**src/rtl/rbs_pkg.sv**
```systemverilog
package rbs_pkg;
    // Multiframe phase of the inserter
    typedef enum logic [1:0] {
        PH_WAIT  = 2'd0,
        PH_ESF   = 2'd1,
        PH_D4_AB = 2'd2,
        PH_D4_CD = 2'd3
    } rbs_phase_e;

    // Distance between signaling frames; a signaling frame is the last of each stride
    localparam int SIG_STRIDE = 6;
endpackage

```
**src/rtl/rbs_reg_bank.sv**
```systemverilog
module rbs_reg_bank #(
    parameter int CH_COUNT    = 24,
    parameter int SIG_LETTERS = 4,
    parameter int REG_W       = 8,
    localparam int SIG_BITS   = SIG_LETTERS * CH_COUNT,
    localparam int REG_COUNT  = SIG_BITS / REG_W,
    localparam int ADDR_W     = $clog2(REG_COUNT)
) (
    input  logic                clk,
    input  logic                rst_n,
    input  logic                host_we_i,
    input  logic [ADDR_W-1:0]   host_addr_i,
    input  logic [REG_W-1:0]    host_wdata_i,
    input  logic                load_i,
    output logic [SIG_BITS-1:0] shadow_o
);
    logic [REG_W-1:0]    regs_q [REG_COUNT];
    logic [SIG_BITS-1:0] regs_flat;
    logic [SIG_BITS-1:0] shadow_q;

    // Host-side bank: an out-of-range address matches no register
    generate
        for (genvar k = 0; k < REG_COUNT; k++) begin : g_reg
            always_ff @(posedge clk) begin
                if (!rst_n) begin
                    regs_q[k] <= '0;
                end else if (host_we_i && host_addr_i == ADDR_W'(k)) begin
                    regs_q[k] <= host_wdata_i;
                end
            end
            assign regs_flat[k*REG_W +: REG_W] = regs_q[k];
        end
    endgenerate

    // Shadow copy at the boundary; takes pre-edge register contents
    always_ff @(posedge clk) begin
        if (!rst_n) begin
            shadow_q <= '0;
        end else if (load_i) begin
            shadow_q <= regs_flat;
        end
    end

    assign shadow_o = shadow_q;

    // the shadow changes only following a load request
    p_shadow_only_on_load_r2: assert property (@(posedge clk) disable iff (!rst_n)
        !$stable(shadow_q) |-> $past(load_i));

    // writes outside the bank leave every register untouched
    p_bad_addr_ignored_r1: assert property (@(posedge clk) disable iff (!rst_n)
        (host_we_i && host_addr_i >= ADDR_W'(REG_COUNT)) |=> $stable(regs_flat));
endmodule

```
**src/rtl/rbs_phase_fsm.sv**
```systemverilog
module rbs_phase_fsm
    import rbs_pkg::*;
#(
    parameter int FRAME_W = 5,
    parameter int CH_W    = 5
) (
    input  logic               clk,
    input  logic               rst_n,
    input  logic               byte_valid_i,
    input  logic [FRAME_W-1:0] frame_idx_i,
    input  logic [CH_W-1:0]    chan_idx_i,
    input  logic               esf_sel_i,
    input  logic               flag_clr_i,
    output rbs_phase_e         phase_o,
    output logic               load_o,
    output logic               flag_o
);
    rbs_phase_e phase_q, phase_d;
    logic       boundary;
    logic       flag_q;

    assign boundary = byte_valid_i && (frame_idx_i == '0) && (chan_idx_i == '0);

    // Next-state logic
    always_comb begin
        phase_d = phase_q;
        if (boundary) begin
            unique case (phase_q)
                PH_WAIT, PH_ESF, PH_D4_CD: phase_d = esf_sel_i ? PH_ESF : PH_D4_AB;
                PH_D4_AB:                  phase_d = esf_sel_i ? PH_ESF : PH_D4_CD;
            endcase
        end
    end

    // State register
    always_ff @(posedge clk) begin
        if (!rst_n) phase_q <= PH_WAIT;
        else        phase_q <= phase_d;
    end

    // Outputs: copy on every boundary except the D4 advance
    always_comb begin
        load_o = 1'b0;
        if (boundary) begin
            unique case (phase_q)
                PH_WAIT, PH_ESF, PH_D4_CD: load_o = 1'b1;
                PH_D4_AB:                  load_o = esf_sel_i;
            endcase
        end
    end

    // Sticky flag, set wins over clear
    always_ff @(posedge clk) begin
        if (!rst_n)          flag_q <= 1'b0;
        else if (load_o)     flag_q <= 1'b1;
        else if (flag_clr_i) flag_q <= 1'b0;
    end

    assign phase_o = phase_q;
    assign flag_o  = flag_q;

    // a copy always leaves the flag set
    p_flag_set_on_load_r7: assert property (@(posedge clk) disable iff (!rst_n)
        load_o |=> flag_q);

    // without a clear the flag never drops
    p_flag_sticky_r7: assert property (@(posedge clk) disable iff (!rst_n)
        (flag_q && !flag_clr_i) |=> flag_q);

    // the second D4 boundary advances without a copy
    p_d4_advance_r4: assert property (@(posedge clk) disable iff (!rst_n)
        (phase_q == PH_D4_AB && boundary && !esf_sel_i) |=> (phase_q == PH_D4_CD && !$rose(flag_q)));

    // selecting ESF at a boundary always lands in the ESF phase
    p_esf_at_boundary_r8: assert property (@(posedge clk) disable iff (!rst_n)
        (boundary && esf_sel_i) |=> phase_q == PH_ESF);

    // the phase only moves on a boundary byte
    p_phase_moves_on_boundary_r2: assert property (@(posedge clk) disable iff (!rst_n)
        !boundary |=> $stable(phase_q));
endmodule

```
**src/rtl/rbs_slot_mux.sv**
```systemverilog
module rbs_slot_mux
    import rbs_pkg::*;
#(
    parameter int CH_COUNT    = 24,
    parameter int SIG_LETTERS = 4,
    parameter int FRAME_W     = 5,
    parameter int CH_W        = 5,
    localparam int SIG_BITS   = SIG_LETTERS * CH_COUNT,
    localparam int LET_W      = $clog2(SIG_LETTERS),
    localparam int D4_LETTERS = SIG_LETTERS / 2,
    localparam int IDX_W      = $clog2(SIG_BITS)
) (
    input  logic                clk,
    input  logic                rst_n,
    input  logic                byte_valid_i,
    input  logic [FRAME_W-1:0]  frame_idx_i,
    input  logic [CH_W-1:0]     chan_idx_i,
    input  logic [7:0]          byte_i,
    input  logic                ins_en_i,
    input  rbs_phase_e          phase_i,
    input  logic [SIG_BITS-1:0] shadow_i,
    output logic [7:0]          byte_o,
    output logic                valid_o
);
    logic             hit;
    logic [LET_W-1:0] letter;
    logic [LET_W-1:0] slot;
    logic             use_sig;
    logic [IDX_W-1:0] idx;
    logic [7:0]       byte_d;
    logic [7:0]       byte_q;
    logic             valid_q;

    // Which letter (if any) this frame carries
    always_comb begin
        hit    = 1'b0;
        letter = '0;
        for (int l = 0; l < SIG_LETTERS; l++) begin
            if (frame_idx_i == FRAME_W'(l * SIG_STRIDE + SIG_STRIDE - 1)) begin
                hit    = 1'b1;
                letter = LET_W'(l);
            end
        end
    end

    // Letter group selection per phase
    always_comb begin
        use_sig = 1'b0;
        slot    = letter;
        unique case (phase_i)
            PH_WAIT:  use_sig = 1'b0;
            PH_ESF:   use_sig = hit;
            PH_D4_AB: use_sig = hit && (letter < LET_W'(D4_LETTERS));
            PH_D4_CD: begin
                use_sig = hit && (letter < LET_W'(D4_LETTERS));
                slot    = letter + LET_W'(D4_LETTERS);
            end
        endcase
        use_sig = use_sig && ins_en_i && (chan_idx_i < CH_W'(CH_COUNT));
        idx     = IDX_W'(slot) * IDX_W'(CH_COUNT) + IDX_W'(chan_idx_i);
        byte_d  = use_sig ? {byte_i[7:1], shadow_i[idx]} : byte_i;
    end

    always_ff @(posedge clk) begin
        if (!rst_n) begin
            byte_q  <= '0;
            valid_q <= 1'b0;
        end else begin
            byte_q  <= byte_d;
            valid_q <= byte_valid_i;
        end
    end

    assign byte_o  = byte_q;
    assign valid_o = valid_q;

    // upper seven bits always reach the output untouched
    p_upper_bits_pass_r5: assert property (@(posedge clk) disable iff (!rst_n)
        byte_valid_i |=> byte_q[7:1] == $past(byte_i[7:1]));

    // with insertion off the byte is unchanged
    p_pass_when_off_r5: assert property (@(posedge clk) disable iff (!rst_n)
        (byte_valid_i && !ins_en_i) |=> byte_q == $past(byte_i));

    // before the first copy nothing is replaced
    p_pass_before_load_r6: assert property (@(posedge clk) disable iff (!rst_n)
        (byte_valid_i && phase_i == PH_WAIT) |=> byte_q == $past(byte_i));

    // one-cycle latency on the valid
    p_valid_latency_r9: assert property (@(posedge clk) disable iff (!rst_n)
        byte_valid_i |=> valid_q);
endmodule

```
**src/rtl/rbs_tx_inserter.sv**
```systemverilog
module rbs_tx_inserter
    import rbs_pkg::*;
#(
    parameter int CH_COUNT    = 24,
    parameter int SIG_LETTERS = 4,
    parameter int REG_W       = 8,
    localparam int FRAME_W    = $clog2(SIG_LETTERS * SIG_STRIDE),
    localparam int CH_W       = $clog2(CH_COUNT),
    localparam int SIG_BITS   = SIG_LETTERS * CH_COUNT,
    localparam int ADDR_W     = $clog2(SIG_BITS / REG_W)
) (
    input  logic               clk,
    input  logic               rst_n,
    input  logic               byte_valid,
    input  logic [FRAME_W-1:0] frame_idx,
    input  logic [CH_W-1:0]    chan_idx,
    input  logic [7:0]         byte_in,
    input  logic               esf_sel,
    input  logic               ins_en,
    input  logic               host_we,
    input  logic [ADDR_W-1:0]  host_addr,
    input  logic [REG_W-1:0]   host_wdata,
    input  logic               flag_clr,
    output logic [7:0]         byte_out,
    output logic               byte_out_valid,
    output logic               mf_flag
);
    rbs_phase_e          phase;
    logic                load;
    logic [SIG_BITS-1:0] shadow;

    rbs_phase_fsm #(
        .FRAME_W (FRAME_W),
        .CH_W    (CH_W)
    ) u_fsm (
        .clk          (clk),
        .rst_n        (rst_n),
        .byte_valid_i (byte_valid),
        .frame_idx_i  (frame_idx),
        .chan_idx_i   (chan_idx),
        .esf_sel_i    (esf_sel),
        .flag_clr_i   (flag_clr),
        .phase_o      (phase),
        .load_o       (load),
        .flag_o       (mf_flag)
    );

    rbs_reg_bank #(
        .CH_COUNT    (CH_COUNT),
        .SIG_LETTERS (SIG_LETTERS),
        .REG_W       (REG_W)
    ) u_bank (
        .clk          (clk),
        .rst_n        (rst_n),
        .host_we_i    (host_we),
        .host_addr_i  (host_addr),
        .host_wdata_i (host_wdata),
        .load_i       (load),
        .shadow_o     (shadow)
    );

    rbs_slot_mux #(
        .CH_COUNT    (CH_COUNT),
        .SIG_LETTERS (SIG_LETTERS),
        .FRAME_W     (FRAME_W),
        .CH_W        (CH_W)
    ) u_mux (
        .clk          (clk),
        .rst_n        (rst_n),
        .byte_valid_i (byte_valid),
        .frame_idx_i  (frame_idx),
        .chan_idx_i   (chan_idx),
        .byte_i       (byte_in),
        .ins_en_i     (ins_en),
        .phase_i      (phase),
        .shadow_i     (shadow),
        .byte_o       (byte_out),
        .valid_o      (byte_out_valid)
    );
endmodule

```
**config.mk**
```make
export PLATFORM = sky130hd
export DESIGN_NAME = rbs_tx_inserter
export DESIGN_NICKNAME = d
export VERILOG_FILES = /design/src/rtl/rbs_pkg.sv /design/src/rtl/rbs_reg_bank.sv /design/src/rtl/rbs_phase_fsm.sv /design/src/rtl/rbs_slot_mux.sv /design/src/rtl/rbs_tx_inserter.sv
export SDC_FILE = /design/constraint.sdc
export NUM_CORES = 1
export LEC_CHECK = 0
export CORE_MARGIN = 1.5
export CORE_UTILIZATION = 55
export DETAILED_ROUTE_END_ITERATION = 12
export DONT_BUFFER_PORTS = 1
export GPL_TIMING_DRIVEN = 0
export MAX_ROUTING_LAYER = met4
export PLACE_DENSITY = 0.7
export SLEW_MARGIN = 40
export SYNTH_ARGS = -nofsm -noshare
export SYNTH_HDL_FRONTEND = slang
export SYNTH_HIERARCHICAL = 1
export SYNTH_SLANG_ARGS = --single-unit
```
**constraint.sdc**
```tcl
create_clock -name clk -period 6.62 [get_ports clk]
set_input_delay 0.331 -clock clk [delete_from_list [all_inputs] [get_ports clk]]
set_output_delay 0.331 -clock clk [all_outputs]
set_load 0.05 [all_outputs]
```
==> results of run 1 <==
## worst max-delay path: stages, from the launching register on
cell and delay (ns):
dfxtp_1 0.39, nand2_1 0.09, xor2_1 0.22, ha_1 0.30, fa_1 0.51, buf_2 0.28
mux2_2 0.38, o211a_1 0.28, o32ai_2 0.22, a31oi_1 0.12
## flip-flops by register name, indices dropped and copies added (netlist names)
register,count
u_fsm/phase_o,2
u_bank/shadow_o,96
u_fsm/flag_o,1
u_mux/valid_o,1
u_mux/byte_o,8
u_bank/regs_q,96
## cell families (layout without fill, tap and decap cells)
group	Yosys count	after routing	synth area share [%]
compound gates	32	32	2.470
xor+xnor	4	4	0.3908
mux	133	133	18.52
simple gates	246	246	17.78
fa+ha+maj	5	5	0.7815
buf+inv	70	120	3.796
flops	204	204	56.27
## final cells by class
class / count / area, sq um
buffer: 58 / 304.0
clock buffer: 32 / 680.7
clock inverter: 8 / 91.34
fill: 1228 / 5757
inverter: 12 / 45.04
multi-input combinational: 420 / 3592
sequential: 204 / 5045
tap: 216 / 270.3
timing repair buffer: 10 / 100.1
## final timing paths
kind                                 startpoint                                to  cells after the start
max               u_fsm/phase_o[1]$_SDFFE_PN0P_        u_mux/byte_o[0]$_SDFF_PN0_                      9
min                                    flag_clr         u_fsm/flag_o$_SDFFE_PN0P_                      2
max reg2reg       u_fsm/phase_o[1]$_SDFFE_PN0P_        u_mux/byte_o[0]$_SDFF_PN0_                      9
min reg2reg  u_bank/regs_q[2][10]$_SDFFCE_PN0P_  u_bank/shadow_o[74]$_SDFFE_PN0P_                      2
## Yosys cell counts, drive strengths merged (2+ instances only)
cell type,instances,area (sq um)
a21oi,2,10.01
a31oi,3,18.77
and2,8,50.05
and3,3,18.77
buf,31,193.9
clkbuf,27,101.4
dfxtp,108,2162
edfxtp,96,2883
ha,4,50.05
inv,12,45.04
mux2,6,67.56
mux2i,104,1041
mux4,23,551.8
nand2,9,33.78
nand2b,5,31.28
nand3,4,20.02
nand3b,6,45.04
nor2,5,18.77
nor2b,97,606.8
nor3,100,670.7
nor3b,4,30.03
o2111ai,2,17.52
o21ai,15,75.07
o311ai,2,17.52
or3b,2,17.52
xnor2,3,26.28
## power by group
| part | leakage (nW) | total [mW] | switching, mW | internal (mW) |
|---|---|---|---|---|
| clock network | 0.381 | 1.28 | 0.489 | 0.791 |
| logic | 1.06 | 0.142 | 0.0970 | 0.0445 |
| registers | 1.79 | 1.38 | 0.0220 | 1.36 |
| total | 3.23 | 2.80 | 0.608 | 2.19 |
## metal layers
metal  vias up  global-route usage (%)
met5         -                       -
met2       263                   43.03
li1       2591                       -
met1      2848                   34.21
met4         0                   8.468
met3        49                   4.845
## stage by stage
step                      cell area (sq um)  cells
after floorplan                        8966    694
after global placement                 9236    910
after detailed placement               9245    910
after CTS                             10120    960
after global routing                  10130    960
final                                 10130    960
==> results by group, run 1 <==
Synth
  – Mapped Area: 8966 sq um
  – Syn Area/Cell: ~13 sq um
  – YS warnings: 6
  – Distinct cells, synth: 45
  – Synthesized net count: around 740
  – Post-synth EDFFs: 96
  – Post-synthesis async set-or-reset flop share: 0%
  – Flops & latches, synth: 204
  – Part of the Yosys area used for sequential elements: 56.27%
  – Post-synthesis instance total: 694
  – Post-synth top flop: dfxtp_1

Setup path
  – Worst path arrival time: 3.30 ns
  – Critical path endpoint category: flip-flop
  – Setup crit start kind: flip-flop
  – Crit Path Class: reg -> reg
  – Worst reg2reg setup slack: 3.70 ns
  – CP required: 7.00 ns
  – Crit-path max FO: 10

Drt
  – Drt drc: 0
  – Initial DRC count: 446
  – Total iterations of the first detailed-routing run: 5
  – Drt via density: 5.991
  – Uppermost layer routed: met4
  – Met3 WL: 1.719 mm
  – Wirelength per Cell: approximately 22 microns
  – Metal2 WL: about 10 mm
  – Drt total wl: between 20 and 25 mm
  – Final ANT Viol Nets: 0
  – Routed met1 length: 8.849 mm
  – Total vias in the final route: 5,751

Floorplanning
  – Io pins: 47
  – Die W: 130.7 microns
  – Core ar.: 15,890 sq um
  – DIE AREA: between 15,000 and 20,000 sq um
  – Starting Density: 56.44%
  – Cell Rows: 46
  – DIE HEIGHT: 130.7 microns

Pwr
  – Pwr per Cell Area: 276.6 nW/um^2
  – Total power: around 2.8 mW
  – Maximum vdd drop: 0.0001978 V
  – Leakage: 3.234 nW

Timing
  – Crit path time final: 2.919 ns
  – Relative slew slack: a little under half
  – Setup violations, final: 0
  – Max-slew violation count: 0
  – Tcrit/Tclk final: roughly 44%
  – Worst-Margin Slew: approximately 0.8 ns
  – Final hold vios: 0
  – Setup ws final: 3.701 ns
  – Worst Skew: about 0.013 ns
  – RSZ-0062 raised after global routing: no
  – Setup TNS: 0 ns
  – Fmax: 342.6 MHz
  – Hold WS: about 0.023 ns

Clock tree
  – Post-CTS resize count: 0
  – Cts hold-fix bufs: 10
  – TritonCTS clock tree: yes
  – Setup Buffers After CTS: 0
  – Bufs on Longest Clock Path: 3
  – CTS HTree Levels: 1
  – Worst-path clk slew: 0.06 ns
  – CTS buffer count: 22
  – Worst skew pair latency: 0.50 ns
  – Clock Sinks: around 200
  – Clk root buf: clkbuf_16

Global route
  – Initial antenna violation count: 0
  – Vias in the first global route: 5,740
  – Largest net degree at the start of global routing: 15
  – Total GRT Usage: 26.59%
  – Grt ovf: 0
  – First-pass GRT wire length: approximately 33 mm

Place
  – Placement Setup Slack: 3.518 ns
  – DPL Wire Length: between 10 and 15 mm
  – IO buf count: 0
  – GP Congestion: just over 0.8

Cells and area
  – Core Util, Final: 63.76%
  – Area delta synth->final: 12.96%
  – Most common cell after layout, fill and taps aside: dfxtp_1
  – Most frequent cells in the layout: 108 x dfxtp_1, 104 x mux2i_1, 97 x nor2b_1
  – Ratio of cells with drive above 1 in the final layout: a little under a fifth
  – Layout Nets: a little under 800
  – Antenna fix cells: 0

Hold path
  – Worst hold path type: in -> reg

Flow run
  – Max Cap Viol: 0

Run status
  – Status: completed
Note: power is estimated with default switching activity, not from simulation.
==> run 2, diff against run 1 <==
Clock period 6.62 ns to 3 ns, I/O delays scaled along.
==> results by group, run 2 (synthesized netlist as in run 1, its figures left out) <==
Timing
  – Relative slew slack: 45.08%
  – Worst-Margin Slew: around 0.8 ns
  – Worst Skew: roughly 0.016 ns
  – Fmax: approximately 350 MHz
  – Setup violations, final: 0
  – RSZ-0062 raised after global routing: no
  – Tcrit/Tclk final: 95.91%
  – Final hold vios: 0
  – Max-slew violation count: 0
  – Setup TNS: 0 ns
  – Crit path time final: 2.877 ns

Clock tree
  – Clock Sinks: 204
  – Clk root buf: clkbuf_16
  – Worst-path clk slew: 0.06 ns
  – TritonCTS clock tree: yes
  – Worst skew pair latency: around 0.50 ns
  – Bufs on Longest Clock Path: 3
  – Setup Buffers After CTS: 0
  – CTS buffer count: 22
  – CTS HTree Levels: 1

Setup path
  – Crit Path Class: reg -> reg
  – CP max-delay cell: fa_1
  – CP required: 3.38 ns
  – Slowest stage delay, CP: 0.52 ns
  – Worst path arrival time: 3.26 ns
  – Critical path endpoint category: flip-flop
  – Crit-path max FO: 10
  – Worst path cell trace: nand2_1 -> xor2_1 -> ha_1 -> fa_1 -> clkbuf_4 -> mux2_2 -> o211a_1 -> o32ai_2 -> a31oi_1
  – Setup crit start kind: flip-flop

Floorplanning
  – Die W: ~130 microns
  – Io pins: 47
  – Cell Rows: 46
  – Core ar.: 15,890 sq um
  – DIE HEIGHT: 130.7 microns
  – Starting Density: 56.44%
  – DIE AREA: 17,080 sq um

Global route
  – Grt ovf: 0
  – Global-route track usage on met3: slightly below 5%
  – Total GRT Usage: 26.85%
  – Met2 usage: 43.44%
  – Largest net degree at the start of global routing: 15
  – Most Crowded Layer GR: met2
  – Vias in the first global route: 5,809
  – First-pass GRT wire length: 32.87 mm
  – Initial antenna violation count: 0
  – GR Util met1: 34.41%

Drt
  – Initial DRC count: 395
  – Total iterations of the first detailed-routing run: 5
  – Drt via density: 5.933
  – Final ANT Viol Nets: 0
  – Total vias in the final route: 5,785
  – Drt drc: 0
  – Drt total wl: 21.55 mm
  – Wirelength per Cell: around 22 microns

Place
  – GP Congestion: 0.8043
  – IO buf count: 0
  – DPL Wire Length: 14.09 mm

Cells and area
  – Core Util, Final: between 60% and 70%
  – Antenna fix cells: 0
  – Filler Cell Count: 1,214
  – Most frequent cells in the layout: 108 x dfxtp_1, 104 x mux2i_1, 97 x nor2b_1
  – Ratio of cells with drive above 1 in the final layout: 17.92%
  – Area delta synth->final: 14.67%
  – Most common cell after layout, fill and taps aside: dfxtp_1
  – Layout Nets: roughly 790

Pwr
  – Leakage: 3.302 nW
  – Sw Ratio: 21.77%
  – Clock power share: 45.6%
  – NetSw: 1.350 mW
  – Total power: between 6 and 7 mW
  – Maximum vdd drop: 0.0004381 V
  – Combinational Power Share: 5.3%
  – Pwr per Cell Area: 603.2 nW/um^2
  – Sequential power share: 49.1%
  – Pint: 4.851 mW

Hold path
  – Worst hold path type: in -> reg

Flow run
  – Max Cap Viol: 0

Run status
  – Status: completed
[run 2: power groups by stage]
| stage | Clock, mW | Sequential, mW | Combinational, mW |
|---|---|---|---|
| global route | 3.00 | 3.05 | 0.345 |
| floorplan | 0 | 3.10 | 0.198 |
| global placement | 0 | 3.10 | 0.288 |
| finish | 2.83 | 3.05 | 0.326 |
| CTS | 2.87 | 3.05 | 0.320 |
| detailed placement | 0 | 3.11 | 0.294 |
[run 2: stage by stage]
stage               std cells  cell area, sq um  hold WS (ns)  worst slack, ns
floorplan                 694              8966        0.2460           0.3929
global placement          910              9236        0.2527          0.08837
global route              975             10280       0.01166          0.02861
finish                    975             10280       0.01264           0.1228
detailed placement        910              9245        0.2665          0.07900
CTS                       975             10270      0.002800          0.09057
[run 2: worst max-delay path, delay by kind of cell (launching register included)]
family / cells / cell delay (ns)
DFF: 1 / 0.39
AOI/OAI and AO/OA: 3 / 0.62
buffers and inverters: 1 / 0.24
and+or+nand+nor: 1 / 0.09
muxes: 1 / 0.36
xor gates and xnor gates: 1 / 0.22
adders and majority gates: 2 / 0.83
[run 2: final timing paths]
path	cells after the start	endpoint	slack [ns]	start
worst max-delay path	9	u_mux/byte_o[0]$_SDFF_PN0_	0.12	u_fsm/phase_o[1]$_SDFFE_PN0P_
worst min-delay path	2	u_bank/regs_q[1][10]$_SDFFCE_PN0P_	0.01	host_wdata[2]
worst max register to register	9	u_mux/byte_o[0]$_SDFF_PN0_	0.12	u_fsm/phase_o[1]$_SDFFE_PN0P_
worst min register to register	2	u_bank/shadow_o[74]$_SDFFE_PN0P_	0.51	u_bank/regs_q[2][10]$_SDFFCE_PN0P_
[run 2: area by class of cell]
type | instances | area [sq um] | share of cell area [%]
multi-input cells | 420 | 3592 | 34.94
clock inverters | 8 | 91.34 | 0.8884
well taps | 216 | 270.3 | 2.629
clock buffers | 32 | 680.7 | 6.620
inverters | 12 | 45.04 | 0.4381
flip-flops and latches | 204 | 5045 | 49.07
repair buffers | 25 | 250.2 | 2.434
plain buffers | 58 | 306.5 | 2.982
[run 2: routing by layer]
layer	share of wire (%)	vias to the layer above
li1	-	2618
met1	42	2905
met2	47	214
met3	7.1	48
met4	3.0	0
met5	0	-
[run 2: repair_timing]
item                                    4_1_cts  5_1_grt
hold buffers                                 25        0
resized for setup                             0        1
hold endpoints to repair                     25        0
endpoints found under the setup margin        0        1
